<file path="src/rtl/acm_pkg.sv">
package acm_pkg;

  typedef enum logic [1:0] {
    DIV_1   = 2'b00,
    DIV_1P5 = 2'b01,
    DIV_2   = 2'b10,
    DIV_3   = 2'b11
  } divSel_e;

  // strobes from control to the clock datapath
  typedef struct packed {
    logic clr;   // clear the sub-clock counter
    logic adv;   // divided tick: advance the counter
    logic dbl;   // double-speed frame ratio
  } cgStrobe_t;

  localparam int unsigned CTRL_W   = 8;
  localparam int unsigned DIV_HI   = 7;
  localparam int unsigned DIV_LO   = 6;
  localparam int unsigned MS_BIT   = 5;
  localparam int unsigned SPD_BIT  = 2;
  localparam int unsigned SRC_BIT  = 0;
  localparam logic [CTRL_W-1:0] CTRL_MASK = 8'hE5;

endpackage

</file>
<file path="src/rtl/acm_ctrl.sv">
module acm_ctrl
  import acm_pkg::*;
(
  input  logic              clk,
  input  logic              rstN,
  input  logic              wrEn,
  input  logic [CTRL_W-1:0] wrData,
  input  logic              tick1,
  input  logic              tick2,
  output logic [CTRL_W-1:0] ctrlQ,
  output logic              isMaster,
  output cgStrobe_t         strobe
);

  logic [1:0] phase;
  logic [1:0] wrapAt;
  logic       fire;
  logic       srcTick;
  divSel_e    divCode;

  always_comb begin
    srcTick = ctrlQ[SRC_BIT] ? tick2 : tick1;
    divCode = divSel_e'(ctrlQ[DIV_HI:DIV_LO]);
    unique case (divCode)
      DIV_1:   begin fire = 1'b1;           wrapAt = 2'd0; end
      DIV_1P5: begin fire = (phase != 2'd2); wrapAt = 2'd2; end
      DIV_2:   begin fire = (phase == 2'd0); wrapAt = 2'd1; end
      default: begin fire = (phase == 2'd0); wrapAt = 2'd2; end
    endcase
  end

  always_ff @(posedge clk) begin
    if (!rstN) begin
      ctrlQ <= '0;
      phase <= '0;
    end else if (wrEn) begin
      ctrlQ <= wrData & CTRL_MASK;
      phase <= '0;
    end else if (srcTick) begin
      phase <= (phase == wrapAt) ? 2'd0 : phase + 2'd1;
    end
  end

  always_comb begin
    strobe.clr = wrEn;
    strobe.adv = srcTick & fire & ~wrEn;
    strobe.dbl = ctrlQ[SPD_BIT];
    isMaster   = ctrlQ[MS_BIT];
  end

  // a write lands in the register with reserved bits cleared
  p_wr_readback_r2: assert property (@(posedge clk) disable iff (!rstN)
    wrEn |=> (ctrlQ == ($past(wrData) & CTRL_MASK)));

  // divide by 2 and by 3 never give two divided ticks in a row
  p_div_gap_r3: assert property (@(posedge clk) disable iff (!rstN)
    (strobe.adv && ctrlQ[DIV_HI]) |=> !strobe.adv);

  // divide by 1.5 gives at most two divided ticks in a row
  p_div_onept5_r3: assert property (@(posedge clk) disable iff (!rstN)
    (divCode == DIV_1P5 && strobe.adv && $past(strobe.adv) && !$past(wrEn))
      |=> !strobe.adv);

endmodule

</file>
<file path="src/rtl/acm_clkgen.sv">
module acm_clkgen
  import acm_pkg::*;
#(
  parameter int unsigned BITS_PER_FRAME = 64,
  parameter int unsigned SSM_RATIO      = 256
) (
  input  logic      clk,
  input  logic      rstN,
  input  cgStrobe_t strobe,
  output logic      bclk,
  output logic      lrck
);

  localparam int unsigned CNT_W   = $clog2(SSM_RATIO);
  localparam int unsigned BCLK_HI = $clog2(SSM_RATIO / BITS_PER_FRAME) - 1;

  logic [CNT_W-1:0] cnt;

  always_ff @(posedge clk) begin
    if (!rstN || strobe.clr) cnt <= '0;
    else if (strobe.adv)     cnt <= cnt + 1'b1;
  end

  always_comb begin
    if (strobe.dbl) begin
      lrck = cnt[CNT_W-2];
      bclk = cnt[BCLK_HI-1];
    end else begin
      lrck = cnt[CNT_W-1];
      bclk = cnt[BCLK_HI];
    end
  end

  // a write restarts both clocks low
  p_clr_low_r6: assert property (@(posedge clk) disable iff (!rstN)
    strobe.clr |=> (!lrck && !bclk));

  // clock edges only follow a divided tick or a write
  p_sync_edge_r9: assert property (@(posedge clk) disable iff (!rstN)
    (!$stable(lrck) || !$stable(bclk)) |-> $past(strobe.adv || strobe.clr));

endmodule

</file>
<file path="src/rtl/audio_clk_master.sv">
module audio_clk_master
  import acm_pkg::*;
#(
  parameter int unsigned BITS_PER_FRAME = 64,
  parameter int unsigned SSM_RATIO      = 256
) (
  input  logic       clk,
  input  logic       rstN,
  input  logic       regWrEn,
  input  logic [7:0] regWrData,
  output logic [7:0] regRdData,
  input  logic       floatClks,
  input  logic       mclkTick1,
  input  logic       mclkTick2,
  input  logic       bclkIn,
  input  logic       lrckIn,
  output logic       bclkOut,
  output logic       lrckOut,
  output logic       bclkOe,
  output logic       lrckOe,
  output logic       bclkPort,
  output logic       lrckPort
);

  cgStrobe_t  strobe;
  logic       isMaster;
  logic       bclkGen;
  logic       lrckGen;
  logic [7:0] ctrlQ;

  acm_ctrl u_ctrl (
    .clk      (clk),
    .rstN     (rstN),
    .wrEn     (regWrEn),
    .wrData   (regWrData),
    .tick1    (mclkTick1),
    .tick2    (mclkTick2),
    .ctrlQ    (ctrlQ),
    .isMaster (isMaster),
    .strobe   (strobe)
  );

  acm_clkgen #(
    .BITS_PER_FRAME (BITS_PER_FRAME),
    .SSM_RATIO      (SSM_RATIO)
  ) u_clkgen (
    .clk    (clk),
    .rstN   (rstN),
    .strobe (strobe),
    .bclk   (bclkGen),
    .lrck   (lrckGen)
  );

  always_comb begin
    regRdData = ctrlQ;
    bclkOut   = bclkGen;
    lrckOut   = lrckGen;
    bclkOe    = isMaster & ~floatClks;
    lrckOe    = isMaster & ~floatClks;
    bclkPort  = isMaster ? bclkGen : bclkIn;
    lrckPort  = isMaster ? lrckGen : lrckIn;
  end

  // floating or slave keeps both pin drivers off
  p_oe_off_r8: assert property (@(posedge clk) disable iff (!rstN)
    (floatClks || !regRdData[MS_BIT]) |-> (!bclkOe && !lrckOe));

endmodule

</file>
<file path="config.mk">
export PLATFORM = sky130hd
export DESIGN_NAME = audio_clk_master
export DESIGN_NICKNAME = d
export VERILOG_FILES = /design/src/rtl/acm_pkg.sv /design/src/rtl/acm_ctrl.sv /design/src/rtl/acm_clkgen.sv /design/src/rtl/audio_clk_master.sv
export SDC_FILE = /design/constraint.sdc
export NUM_CORES = 1
export LEC_CHECK = 0
export BUFFER_PORTS_ARGS = -buffer_cell sky130_fd_sc_hd__buf_2
export CAP_MARGIN = 10
export CORE_MARGIN = 3
export CORE_UTILIZATION = 43
export DETAILED_ROUTE_END_ITERATION = 7
export GPL_TIMING_DRIVEN = 0
export PLACE_DENSITY = 0.78
export SLEW_MARGIN = 10
export SYNTH_ARGS = -nofsm -noshare
export SYNTH_HDL_FRONTEND = slang
export SYNTH_SLANG_ARGS = --single-unit
</file>
<file path="constraint.sdc">
create_clock -name clk -period 1.8 [get_ports clk]
set_input_delay 0.18 -clock clk [delete_from_list [all_inputs] [get_ports clk]]
set_output_delay 0.18 -clock clk [all_outputs]
set_load 0.01 [all_outputs]
</file>
==> results of run 1 <==
==> per-layer routing <==
layer | wire (µm) | global-route usage (%)
met5 | 0 | 0
met4 | 28 | 6.912
met3 | 99 | 6.528
met2 | 914 | 26.09
met1 | 763 | 18.08
==> stage by stage <==
stage               total power, mW   TNS, ns  instance area [µm²]  cells
floorplan                    0.4299  -0.06717                849.6     94
global placement             0.4609   -0.2434                991.0    141
detailed placement           0.4661   -0.4268                991.0    141
CTS                          0.6640   -0.1490                 1035    147
global route                 0.6967   -0.5639                 1066    147
finish                       0.6630   -0.2876                 1066    147
==> registers in the layout, summed over array words and instances, names as in the netlist <==
name / flops
u_clkgen.cnt: 8
u_ctrl.ctrlQ: 5
u_ctrl.phase: 2
==> power breakdown <==
group | internal, mW | switching, mW
registers | 0.341 | 0.0117
logic | 0.0576 | 0.0542
clock network | 0.0862 | 0.112
total | 0.485 | 0.178
==> critical path, cell delays in order (launching register included) <==
cell and delay, ns:
sky130_fd_sc_hd__dfxtp_2 0.34, sky130_fd_sc_hd__inv_2 0.05, sky130_fd_sc_hd__ha_2 0.16, sky130_fd_sc_hd__and3b_1 0.18, sky130_fd_sc_hd__or4_4 0.50, sky130_fd_sc_hd__buf_6 0.15
sky130_fd_sc_hd__o311ai_4 0.28, sky130_fd_sc_hd__o41ai_2 0.11
==> logic make-up (layout without fill, tap and decap cells) <==
logic type | after synthesis | after routing | synth area share [%]
AO/OA/AOI/OAI | 18 | 18 | 14.03
other | 1 | 3 | 0.4473
adder cells (fa/ha/maj) | 3 | 3 | 4.478
flip-flops | 15 | 15 | 35.82
AND/OR/NAND/NOR | 32 | 32 | 21.94
multiplexers | 10 | 10 | 12.54
buffers and inverters | 11 | 39 | 8.656
XOR/XNOR | 2 | 2 | 2.090
==> path summary, 6_finish.rpt <==
check / from / endpoint
worst max-delay path: u_ctrl.phase[0] / u_clkgen.cnt[5]
worst min-delay path: regWrData[6] / u_ctrl.ctrlQ[6]
worst max register to register: u_ctrl.phase[0] / u_clkgen.cnt[5]
worst min register to register: u_clkgen.cnt[7] / u_clkgen.cnt[7]
==> cells in the final DEF, fill, tap and decap left out, drive strengths merged <==
cell     instances
a2111oi          1
a211oi           1
a21oi            7
a31o             1
and2             2
and3b            1
buf             32
clkbuf           5
conb             3
dfxtp           15
ha               3
inv              2
mux2             4
mux2i            6
nand2            5
nand2b           3
nand3            4
nor2             3
nor2b            8
nor3             1
nor4             1
o21ai            3
o21bai           1
o311ai           2
o41ai            2
or3              3
or4              1
xnor2            1
xor2             1
==> final cells by class <==
class	instances	area (µm²)	share of cell area [%]
Multi-Input combinational cell	68	510.5	47.89
Sequential cell	15	302.8	28.40
Timing Repair Buffer	24	122.6	11.50
Buffer	9	65.06	6.103
Tap cell	25	31.28	2.934
Clock buffer	4	26.28	2.465
Inverter	2	7.507	0.7042
==> timing repair <==
action | CTS | global route
gates cloned | 1 | 0
pin swaps | 1 | 2
endpoints found under the hold margin | 0 | 0
buffers inserted | 1 | 0
gates resized for setup | 2 | 5
endpoints found under the setup margin | 5 | 8
==> results by group, run 1 <==
Outcome
  – Result of the run: complete, but fails checks
  – Violated checks: setup timing

Route
  – Total DRC errors in the routed layout: 0
  – Total number of vias: around 750
  – Total wire length: ~1800 µm
  – Antenna-violating nets left: 0
  – DR pass1 iterations: 4
  – Avg WL per Cell: 12.29 µm
  – DRC marker count from the first detailed-route iteration: 5
  – Post-DR vias/cell: 5.095

Floorplanning
  – Total number of placement rows: 15
  – Die Y-Extent: 50.16 µm
  – Die Footprint: roughly 2500 µm²
  – I/O Pins: 30
  – Core ar.: 1783 µm²
  – Die boundary width: about 50 µm
  – Starting Density: 47.02%

Clock tree
  – Root buf cell: sky130_fd_sc_hd__clkbuf_4
  – Number of clock sinks: 15
  – Clock tree from TritonCTS: built
  – Number of hold buffers added after CTS: 0
  – Buffer levels on the longest clock path: 2
  – Number of buffers created by CTS: 3
  – Worst-path clk slew: 0.09 ns
  – H-tree levels: 1
  – Clock insertion delay at the later pin of the skew report: 0.29 ns

Synthesis
  – Proportion of synthesized chip area in sequential cells: between 30% and 40%
  – Number of enable flip-flop cells after synthesis: 0
  – Warnings, synthesis: 0
  – Share of flip-flops with an asynchronous set or reset: 0%
  – Dominant cell type by area after synthesis: sky130_fd_sc_hd__dfxtp_1
  – Commonest cells in the netlist: 15 x sky130_fd_sc_hd__dfxtp_1, 7 x sky130_fd_sc_hd__a21oi_1, 7 x sky130_fd_sc_hd__nor2b_1
  – Average instance area after synthesis: ~9.1 µm²
  – Portion of synthesized cell area occupied by the leading cell type: roughly 36%
  – Cell count after synthesis: 92
  – Top post-synthesis cells by area: sky130_fd_sc_hd__dfxtp_1 36%, sky130_fd_sc_hd__mux2i_1 7.2%, sky130_fd_sc_hd__buf_4 5.4%, sky130_fd_sc_hd__mux2_2 5.4%, sky130_fd_sc_hd__nor2b_1 5.2%
  – Area of the mapped netlist: around 840 µm²
  – Number of distinct library cell variants in the gate-level netlist after synthesis: 32
  – Most common cell in the synthesized netlist: sky130_fd_sc_hd__dfxtp_1
  – Seq cells post-synth: 15
  – Most instantiated flip-flop cell in the synthesis netlist: sky130_fd_sc_hd__dfxtp_1

Timing
  – Final critical-path share of the clock period: 104.9%
  – Max-slew headroom at the worst pin: between 60% and 70%
  – Final setup violation count: 5
  – Worst-case clock skew: about 0.0022 ns
  – Achievable clock frequency: ~530 MHz
  – Min Tclk post-route: 1.888 ns
  – Final count of hold timing violations: 0
  – Measured slew at the worst slew-check pin: about 0.55 ns
  – Setup repair after global routing missed its margin: yes
  – Worst slack on hold paths: roughly 0.14 ns
  – Post-layout worst setup margin: -0.08805 ns
  – Fin. max-slew vios: 0

Layout
  – Number of fillers in the final layout: 168
  – Share of cells above drive strength 1: ~41%
  – Antenna diode instance count: 0
  – Nets: 142
  – Fraction of the core area covered by cells at the end of the flow: 59.79%
  – Layout-stage area growth over the synthesis result: 27.16%

Power
  – Static power due to leakage: about 0.46 nW
  – Pwr dens: 622.0 nW/µm²
  – Maximum vdd ir drop: roughly 0.55 mV

Setup path
  – Maximum net fanout on the critical path: 5
  – Critical Path Source Type: flip-flop
  – Worst reg-to-reg setup slack: -0.09 ns
  – Reg2reg path depth: 7
  – Required time of the critical path: a little under 2 ns
  – Kind of critical path: reg2reg
  – Arr. time, crit path: approximately 2.1 ns
  – CP endpoint kind: flip-flop

Global routing
  – Via count of the first global-routing pass: about 730
  – Number of antenna violations at the first check in global routing: 0
  – GRT overflow: 0
  – Global-route wire length before repair: between 3000 and 4000 µm
  – Overall fraction of global-route tracks in use: 15.96%
  – Maximum number of pins on one net before global-route repair: 10

Flow run
  – Max Cap Violations: 0

Placement
  – Worst slack, placed: -0.1214 ns
  – RD Place Congestion: about 0.68
  – HPWL after detailed placement: roughly 1300 µm
  – PortBufs: 22

Worst hold path
  – Type of the most critical hold path: in2reg
  – Count of cells along the worst hold path: 3
(Power assumes the default switching activity.)
==> run 2: changes to the inputs <==
Settings changed: CTS_BUF_LIST from default to sky130_fd_sc_hd__clkbuf_16, SLEW_MARGIN 10 to 20.
==> run 2 against run 1 <==
  * The flow still finishes with violations (setup timing)
  * Final cell count unchanged
  * Power increased by 34%
  * Worst setup slack improved by 0.00050 ns
  * Sequential share of layout area decreased by 1.4 points
  * Global-route usage decreased by 0.073 points
  * Via count decreased by 0.93%
  * Utilization increased by 2.9 points
  * Clock skew about the same
  * Routed wire length increased by 0.83%
  * Die area unchanged
  * Final area increased by 4.8%
==> results by group, run 2 (synthesis results as in run 1) <==
Power
  – Maximum vdd ir drop: 0.8471 mV (+55%)
  – Static power due to leakage: 0.4889 nW (+5.8%)
  – Total power draw: 886.3 µW (+34%)
  – Pwr dens: 793.3 nW/µm² (+28%)

Floorplanning
  – Core ar.: 1783 µm² (unchanged)
  – Starting Density: 47.02% (unchanged)
  – Die boundary width: 50.16 µm (unchanged)
  – Die Y-Extent: 50.16 µm (unchanged)
  – Total number of placement rows: 15 (unchanged)
  – Die Footprint: 2516 µm² (unchanged)
  – I/O Pins: 30 (unchanged)

Global routing
  – GRT overflow: 0 (unchanged)
  – Met2 Usage GRT: 26.74% (+0.65 points)
  – Via count of the first global-routing pass: 717 (-2.2%)
  – GR Layer Usage met1: 18.78% (+0.70 points)
  – Number of antenna violations at the first check in global routing: 0 (unchanged)
  – Maximum number of pins on one net before global-route repair: 10 (unchanged)
  – GRT met3 Usage: 5.935% (-0.59 points)
  – Overall fraction of global-route tracks in use: 15.88% (-0.073 points)
  – Most heavily used metal layer in global routing: met2
  – Global-route wire length before repair: 3098 µm (+0.91%)

Setup path
  – CP endpoint kind: flip-flop
  – Reg2reg path depth: 7 (unchanged)
  – Buf+Inv Stages, Crit Path: 2 (unchanged)
  – Worst path top cell family by delay: simple AND/OR/NAND/NOR gates
  – Logic depth of the worst setup path including buffers: 7 (unchanged)
  – Kind of critical path: reg2reg
  – Worst R2R End: u_clkgen.cnt[5]
  – Maximum net fanout on the critical path: 5 (unchanged)
  – Critical Path, Cell by Cell: inv_2 -> ha_2 -> and3b_1 -> or4_4 -> buf_6 -> o311ai_4 -> o41ai_2
  – Worst reg2reg path startpoint: u_ctrl.phase[0]
  – Cell with the largest stage delay on the worst path: sky130_fd_sc_hd__or4_4
  – Arr. time, crit path: 2.01 ns (-0.05 ns)
  – Max incr delay on CP: 0.50 ns (about the same)
  – Required time of the critical path: 1.92 ns (-0.06 ns)
  – Critical Path Source Type: flip-flop
  – Worst reg-to-reg setup slack: -0.09 ns (about the same)
  – Worst setup startpoint: u_ctrl.phase[0]

Clock tree
  – Clock insertion delay at the later pin of the skew report: 0.24 ns (-0.05 ns)
  – Number of clock sinks: 15 (unchanged)
  – Root buf cell: sky130_fd_sc_hd__clkbuf_16
  – Number of buffers created by CTS: 3 (unchanged)
  – Worst-path clk slew: 0.05 ns (-0.04 ns)
  – Buffer levels on the longest clock path: 2 (unchanged)
  – H-tree levels: 1 (unchanged)
  – Clock tree from TritonCTS: built

Outcome
  – Violated checks: setup timing
  – Result of the run: complete, but fails checks

Layout
  – Largest registers: u_clkgen.cnt (8), u_ctrl.ctrlQ (5), u_ctrl.phase (2)
  – Most frequent cells in the layout: 24 x sky130_fd_sc_hd__buf_2, 14 x sky130_fd_sc_hd__dfxtp_1, 7 x sky130_fd_sc_hd__nor2b_1, 7 x sky130_fd_sc_hd__buf_4
  – Layout-stage area growth over the synthesis result: 33.28%
  – Fraction of the core area covered by cells at the end of the flow: 62.67% (+2.9 points)
  – Non-filler cells, final: 147 (unchanged)
  – Nets: 142 (unchanged)
  – Share of cells above drive strength 1: 40.16% (-0.82 points)
  – Largest register FFs: 8 (unchanged)
  – Antenna diode instance count: 0 (unchanged)
  – Register ranked first by flip-flop count: u_clkgen.cnt
  – Most common library cell in the layout ignoring fill and taps: sky130_fd_sc_hd__buf_2

Placement
  – PortBufs: 22 (unchanged)
  – RD Place Congestion: 0.6840 (unchanged)
  – Worst slack, placed: -0.1214 ns (unchanged)
  – HPWL after detailed placement: 1300 µm (unchanged)
  – Placed Cells incl. Taps: 141 (unchanged)

Timing
  – Setup repair after global routing missed its margin: yes
  – Final critical-path share of the clock period: 104.9% (about the same)
  – Min Tclk post-route: 1.888 ns (-0.0005018 ns)
  – Worst-case clock skew: 0.002576 ns (+0.0003832 ns)
  – Max-slew headroom at the worst pin: 66.90% (+4.6 points)
  – Setup TNS: -0.2680 ns (+0.01963 ns)
  – Final setup violation count: 4 (-1)
  – Measured slew at the worst slew-check pin: 0.4827 ns (-0.06708 ns)
  – Fin. max-slew vios: 0 (unchanged)
  – Final count of hold timing violations: 0 (unchanged)
  – Achievable clock frequency: 529.8 MHz (about the same)
  – Post-layout worst setup margin: -0.08755 ns (+0.0005018 ns)

Route
  – Total wire length: 1821 µm (+0.83%)
  – Total number of vias: 742 (-0.93%)
  – Total DRC errors in the routed layout: 0 (unchanged)
  – Avg WL per Cell: 12.39 µm (+0.83%)
  – Antenna-violating nets left: 0 (unchanged)
  – DR pass1 iterations: 4 (unchanged)
  – Post-DR vias/cell: 5.048 (-0.93%)
  – DRC marker count from the first detailed-route iteration: 3 (-2)

Worst hold path
  – Start point of the worst min-delay path: regWrData[6]
  – Type of the most critical hold path: in2reg
  – Destination of the worst hold path: u_ctrl.ctrlQ[6]
  – Count of cells along the worst hold path: 3 (unchanged)

Flow run
  – Max Cap Violations: 0 (unchanged)
[run 2: area by class of cell]
type                       instances  area, µm²
timing repair buffer              24      122.6
clock inverter                     1      3.754
sequential                        15      301.5
multi-input combinational         68      510.5
inverter                           2      7.507
buffer                             9      65.06
fill                             161      665.6
tap                               25      31.28
clock buffer                       3      75.07
[run 2: worst max-delay path by stage]
stage / end
after floorplan: u_clkgen.cnt[5]
after global placement: u_clkgen.cnt[5]
final: u_clkgen.cnt[5]
after global routing: u_clkgen.cnt[5]
after CTS: u_clkgen.cnt[6]
after detailed placement: u_clkgen.cnt[6]
[run 2: power breakdown]
group          internal [mW]  switching [mW]  total, mW
sequential             0.342          0.0119      0.354
combinational         0.0577          0.0542      0.112
clock                  0.293           0.127      0.420
[run 2: per-layer routing]
layer,vias up,routed length (µm)
li1,385,-
met1,344,808
met2,13,936
met3,0,77
met4,0,0
met5,-,0
[run 2: what timing repair did]
action                     4_1_cts  5_1_grt
buffers inserted                 1        0
gates cloned                     1        0
resized for setup                1        5
hold buffers                     0        0
pin swaps                        1        2
setup endpoints to repair        5        8
[run 2: tightest hold or removal path, cell delays in order]
cell and delay (ns):
sky130_fd_sc_hd__buf_2 0.07, sky130_fd_sc_hd__mux2i_1 0.05, sky130_fd_sc_hd__nor2b_1 0.09
[run 2: through the flow]
step	instance area (µm²)	hold slack, ns
after floorplan	849.6	0.3082
after global placement	991.0	0.4359
after detailed placement	991.0	0.4439
after CTS	1086	0.1947
after global routing	1117	0.2146
final	1117	0.1969
==> run 3: changes to the inputs <==
Settings changed: CELL_PAD_IN_SITES_DETAIL_PLACEMENT from default to 2, CELL_PAD_IN_SITES_GLOBAL_PLACEMENT from default to 2, CORE_UTILIZATION 43 to 25, PLACE_DENSITY 0.78 to 0.79.
==> run 3 against run 2 <==
  * The flow still finishes with violations (setup timing)
  * Worst hold slack barely moved
  * Sequential cell count did not move
  * Final cell count rose by 14%
  * Non-clock buffer count rose by 1
  * Clock-buffer cell count did not move
  * Global-route usage fell by 2.1 points
  * Register-to-register slack barely moved
  * Largest cell class unchanged
==> results by group, run 3 (synthesis results as in run 1) <==
Outcome
  – Violated checks: setup timing
  – Result of the run: complete, but fails checks

Timing
  – Max-slew headroom at the worst pin: 54.26% (-13 points)
  – Fin. max-slew vios: 0 (unchanged)
  – Measured slew at the worst slew-check pin: 0.6847 ns (+0.2020 ns)
  – Final count of hold timing violations: 0 (unchanged)
  – Worst-case clock skew: 0.001226 ns (-0.001350 ns)
  – Achievable clock frequency: 533.1 MHz (+0.62%)
  – Final setup violation count: 4 (unchanged)
  – Post-layout worst setup margin: -0.07583 ns (+0.01172 ns)
  – Setup repair after global routing missed its margin: yes
  – Worst slack on hold paths: 0.1967 ns (-0.0001980 ns)
  – Min Tclk post-route: 1.876 ns (-0.01172 ns)
  – Final critical-path share of the clock period: 104.2% (-0.65 points)

Worst hold path
  – Type of the most critical hold path: in2reg

Layout
  – Largest register FFs: 8 (unchanged)
  – Layout-stage area growth over the synthesis result: 37.76%
  – Non-filler cells, final: 167 (+14%)
  – Fraction of the core area covered by cells at the end of the flow: 36.92% (-26 points)
  – Most common library cell in the layout ignoring fill and taps: sky130_fd_sc_hd__buf_2
  – Largest registers: u_clkgen.cnt (8), u_ctrl.ctrlQ (5), u_ctrl.phase (2)
  – Nets: 143 (+0.70%)
  – Share of cells above drive strength 1: 39.84% (-0.33 points)
  – Antenna diode instance count: 0 (unchanged)
  – Register ranked first by flip-flop count: u_clkgen.cnt
  – Most frequent cells in the layout: 24 x sky130_fd_sc_hd__buf_2, 14 x sky130_fd_sc_hd__dfxtp_1, 8 x sky130_fd_sc_hd__buf_4

Setup path
  – Kind of critical path: reg2reg
  – CP endpoint kind: flip-flop
  – Reg2reg path depth: 7 (unchanged)
  – Critical Path Source Type: flip-flop
  – Required time of the critical path: 1.97 ns (+0.05 ns)
  – Arr. time, crit path: 2.05 ns (+0.04 ns)
  – Worst setup startpoint: u_ctrl.phase[0]
  – Capturing element of the worst setup path: u_clkgen.cnt[4]
  – Worst reg-to-reg setup slack: -0.08 ns (about the same)
  – Worst R2R End: u_clkgen.cnt[4]
  – Worst reg2reg path startpoint: u_ctrl.phase[0]
  – Maximum net fanout on the critical path: 5 (unchanged)

Route
  – Antenna-violating nets left: 0 (unchanged)
  – DR pass1 iterations: 4 (unchanged)
  – Post-DR vias/cell: 4.707 (-6.8%)
  – Avg WL per Cell: 14.92 µm (+20%)
  – Total DRC errors in the routed layout: 0 (unchanged)
  – Total number of vias: 786 (+5.9%)
  – Total wire length: 2491 µm (+37%)
  – DRC marker count from the first detailed-route iteration: 34 (+31)

Floorplanning
  – Die Footprint: 4084 µm² (+62%)
  – Core ar.: 3128 µm² (+75%)
  – Die Y-Extent: 63.91 µm (+27%)
  – Die boundary width: 63.91 µm (+27%)
  – Total number of placement rows: 20 (+5)
  – I/O Pins: 30 (unchanged)
  – Starting Density: 26.80% (-20 points)

Clock tree
  – Buffer levels on the longest clock path: 2 (unchanged)
  – Number of hold buffers added after CTS: 0 (unchanged)
  – Clock insertion delay at the later pin of the skew report: 0.24 ns (about the same)
  – Root buf cell: sky130_fd_sc_hd__clkbuf_16
  – H-tree levels: 1 (unchanged)
  – Worst-path clk slew: 0.05 ns (about the same)
  – Clock tree from TritonCTS: built
  – Number of clock sinks: 15 (unchanged)
  – Number of buffers created by CTS: 3 (unchanged)

Flow run
  – Max Cap Violations: 0 (unchanged)

Power
  – Total power draw: 899.4 µW (+1.5%)
  – Static power due to leakage: 0.4882 nW (-0.15%)
  – Pwr dens: 778.8 nW/µm² (-1.8%)
  – Maximum vdd ir drop: 0.2891 mV (-66%)

Placement
  – HPWL after detailed placement: 1845 µm (+42%)
  – RD Place Congestion: 0.6962 (+1.8%)
  – Worst slack, placed: -0.1553 ns (-0.03394 ns)
  – Placed Cells incl. Taps: 160 (+13%)
  – PortBufs: 22 (unchanged)

Global routing
  – Overall fraction of global-route tracks in use: 13.74% (-2.1 points)
  – Global-route wire length before repair: 4422 µm (+43%)
  – GRT overflow: 0 (unchanged)
  – Maximum number of pins on one net before global-route repair: 10 (unchanged)
  – Via count of the first global-routing pass: 959 (+34%)
  – Number of antenna violations at the first check in global routing: 0 (unchanged)
-- run 3: changes by cell type in the layout (fill, tap and decap cells not counted), sizes merged --
cell / previous run / this run
buf: 32 / 33
-- run 3: cell type report --
cell class              count  area [µm²]
fillers                   353        1973
multi-input cells          68       516.7
flip-flops and latches     15       301.5
repair buffers             25       130.1
clock buffers               3       75.07
plain buffers               9       65.06
well taps                  44       55.05
inverters                   2       7.507
clock inverters             1       3.754
-- run 3: per-stage QoR --
stage          setup TNS, ns  instance area [µm²]
2_1_floorplan       -0.06717                849.6
3_3_place_gp         -0.2636                 1015
3_5_place_dp         -0.6893                 1015
4_1_cts              -0.2709                 1155
5_1_grt              -0.6659                 1155
6_report             -0.2061                 1155
-- run 3: worst min-delay path by stage --
stage	from	to	slack [ns]	cells after the start
floorplan	rstN	u_ctrl.ctrlQ[0]	0.31	1
global placement	regWrData[7]	u_ctrl.ctrlQ[7]	0.44	3
detailed placement	regWrData[0]	u_ctrl.ctrlQ[0]	0.45	3
CTS	regWrData[0]	u_ctrl.ctrlQ[0]	0.20	3
global route	regWrData[6]	u_ctrl.ctrlQ[6]	0.24	3
finish	regWrData[0]	u_ctrl.ctrlQ[0]	0.20	3
-- run 3: critical path, cell delays in order (launching register included) --
cell and delay (ns):
sky130_fd_sc_hd__dfxtp_2 0.33, sky130_fd_sc_hd__inv_2 0.05, sky130_fd_sc_hd__ha_2 0.16, sky130_fd_sc_hd__and3b_1 0.18
sky130_fd_sc_hd__or4_4 0.50, sky130_fd_sc_hd__buf_6 0.16, sky130_fd_sc_hd__or3_1 0.30, sky130_fd_sc_hd__a21oi_1 0.13
-- run 3: metal layers --
layer  share of wire [%]  track usage (%)
met1                  39            14.22
met2                  56            26.84
met3                 3.0            3.163
met4                 1.5            4.043
met5                   0                0
-- run 3: where the power goes --
group	total, mW	switching (mW)	internal (mW)
Sequential	0.355	0.0123	0.342
Clock	0.425	0.131	0.294
Combinational	0.120	0.0603	0.0596
Total	0.899	0.204	0.696
-- run 3: repair_timing --
action | CTS | global route
pin swaps | 3 | 0
endpoints found under the setup margin | 7 | 6
buffers inserted | 2 | 0
gates resized for setup | 5 | 1
gates cloned | 1 | 0
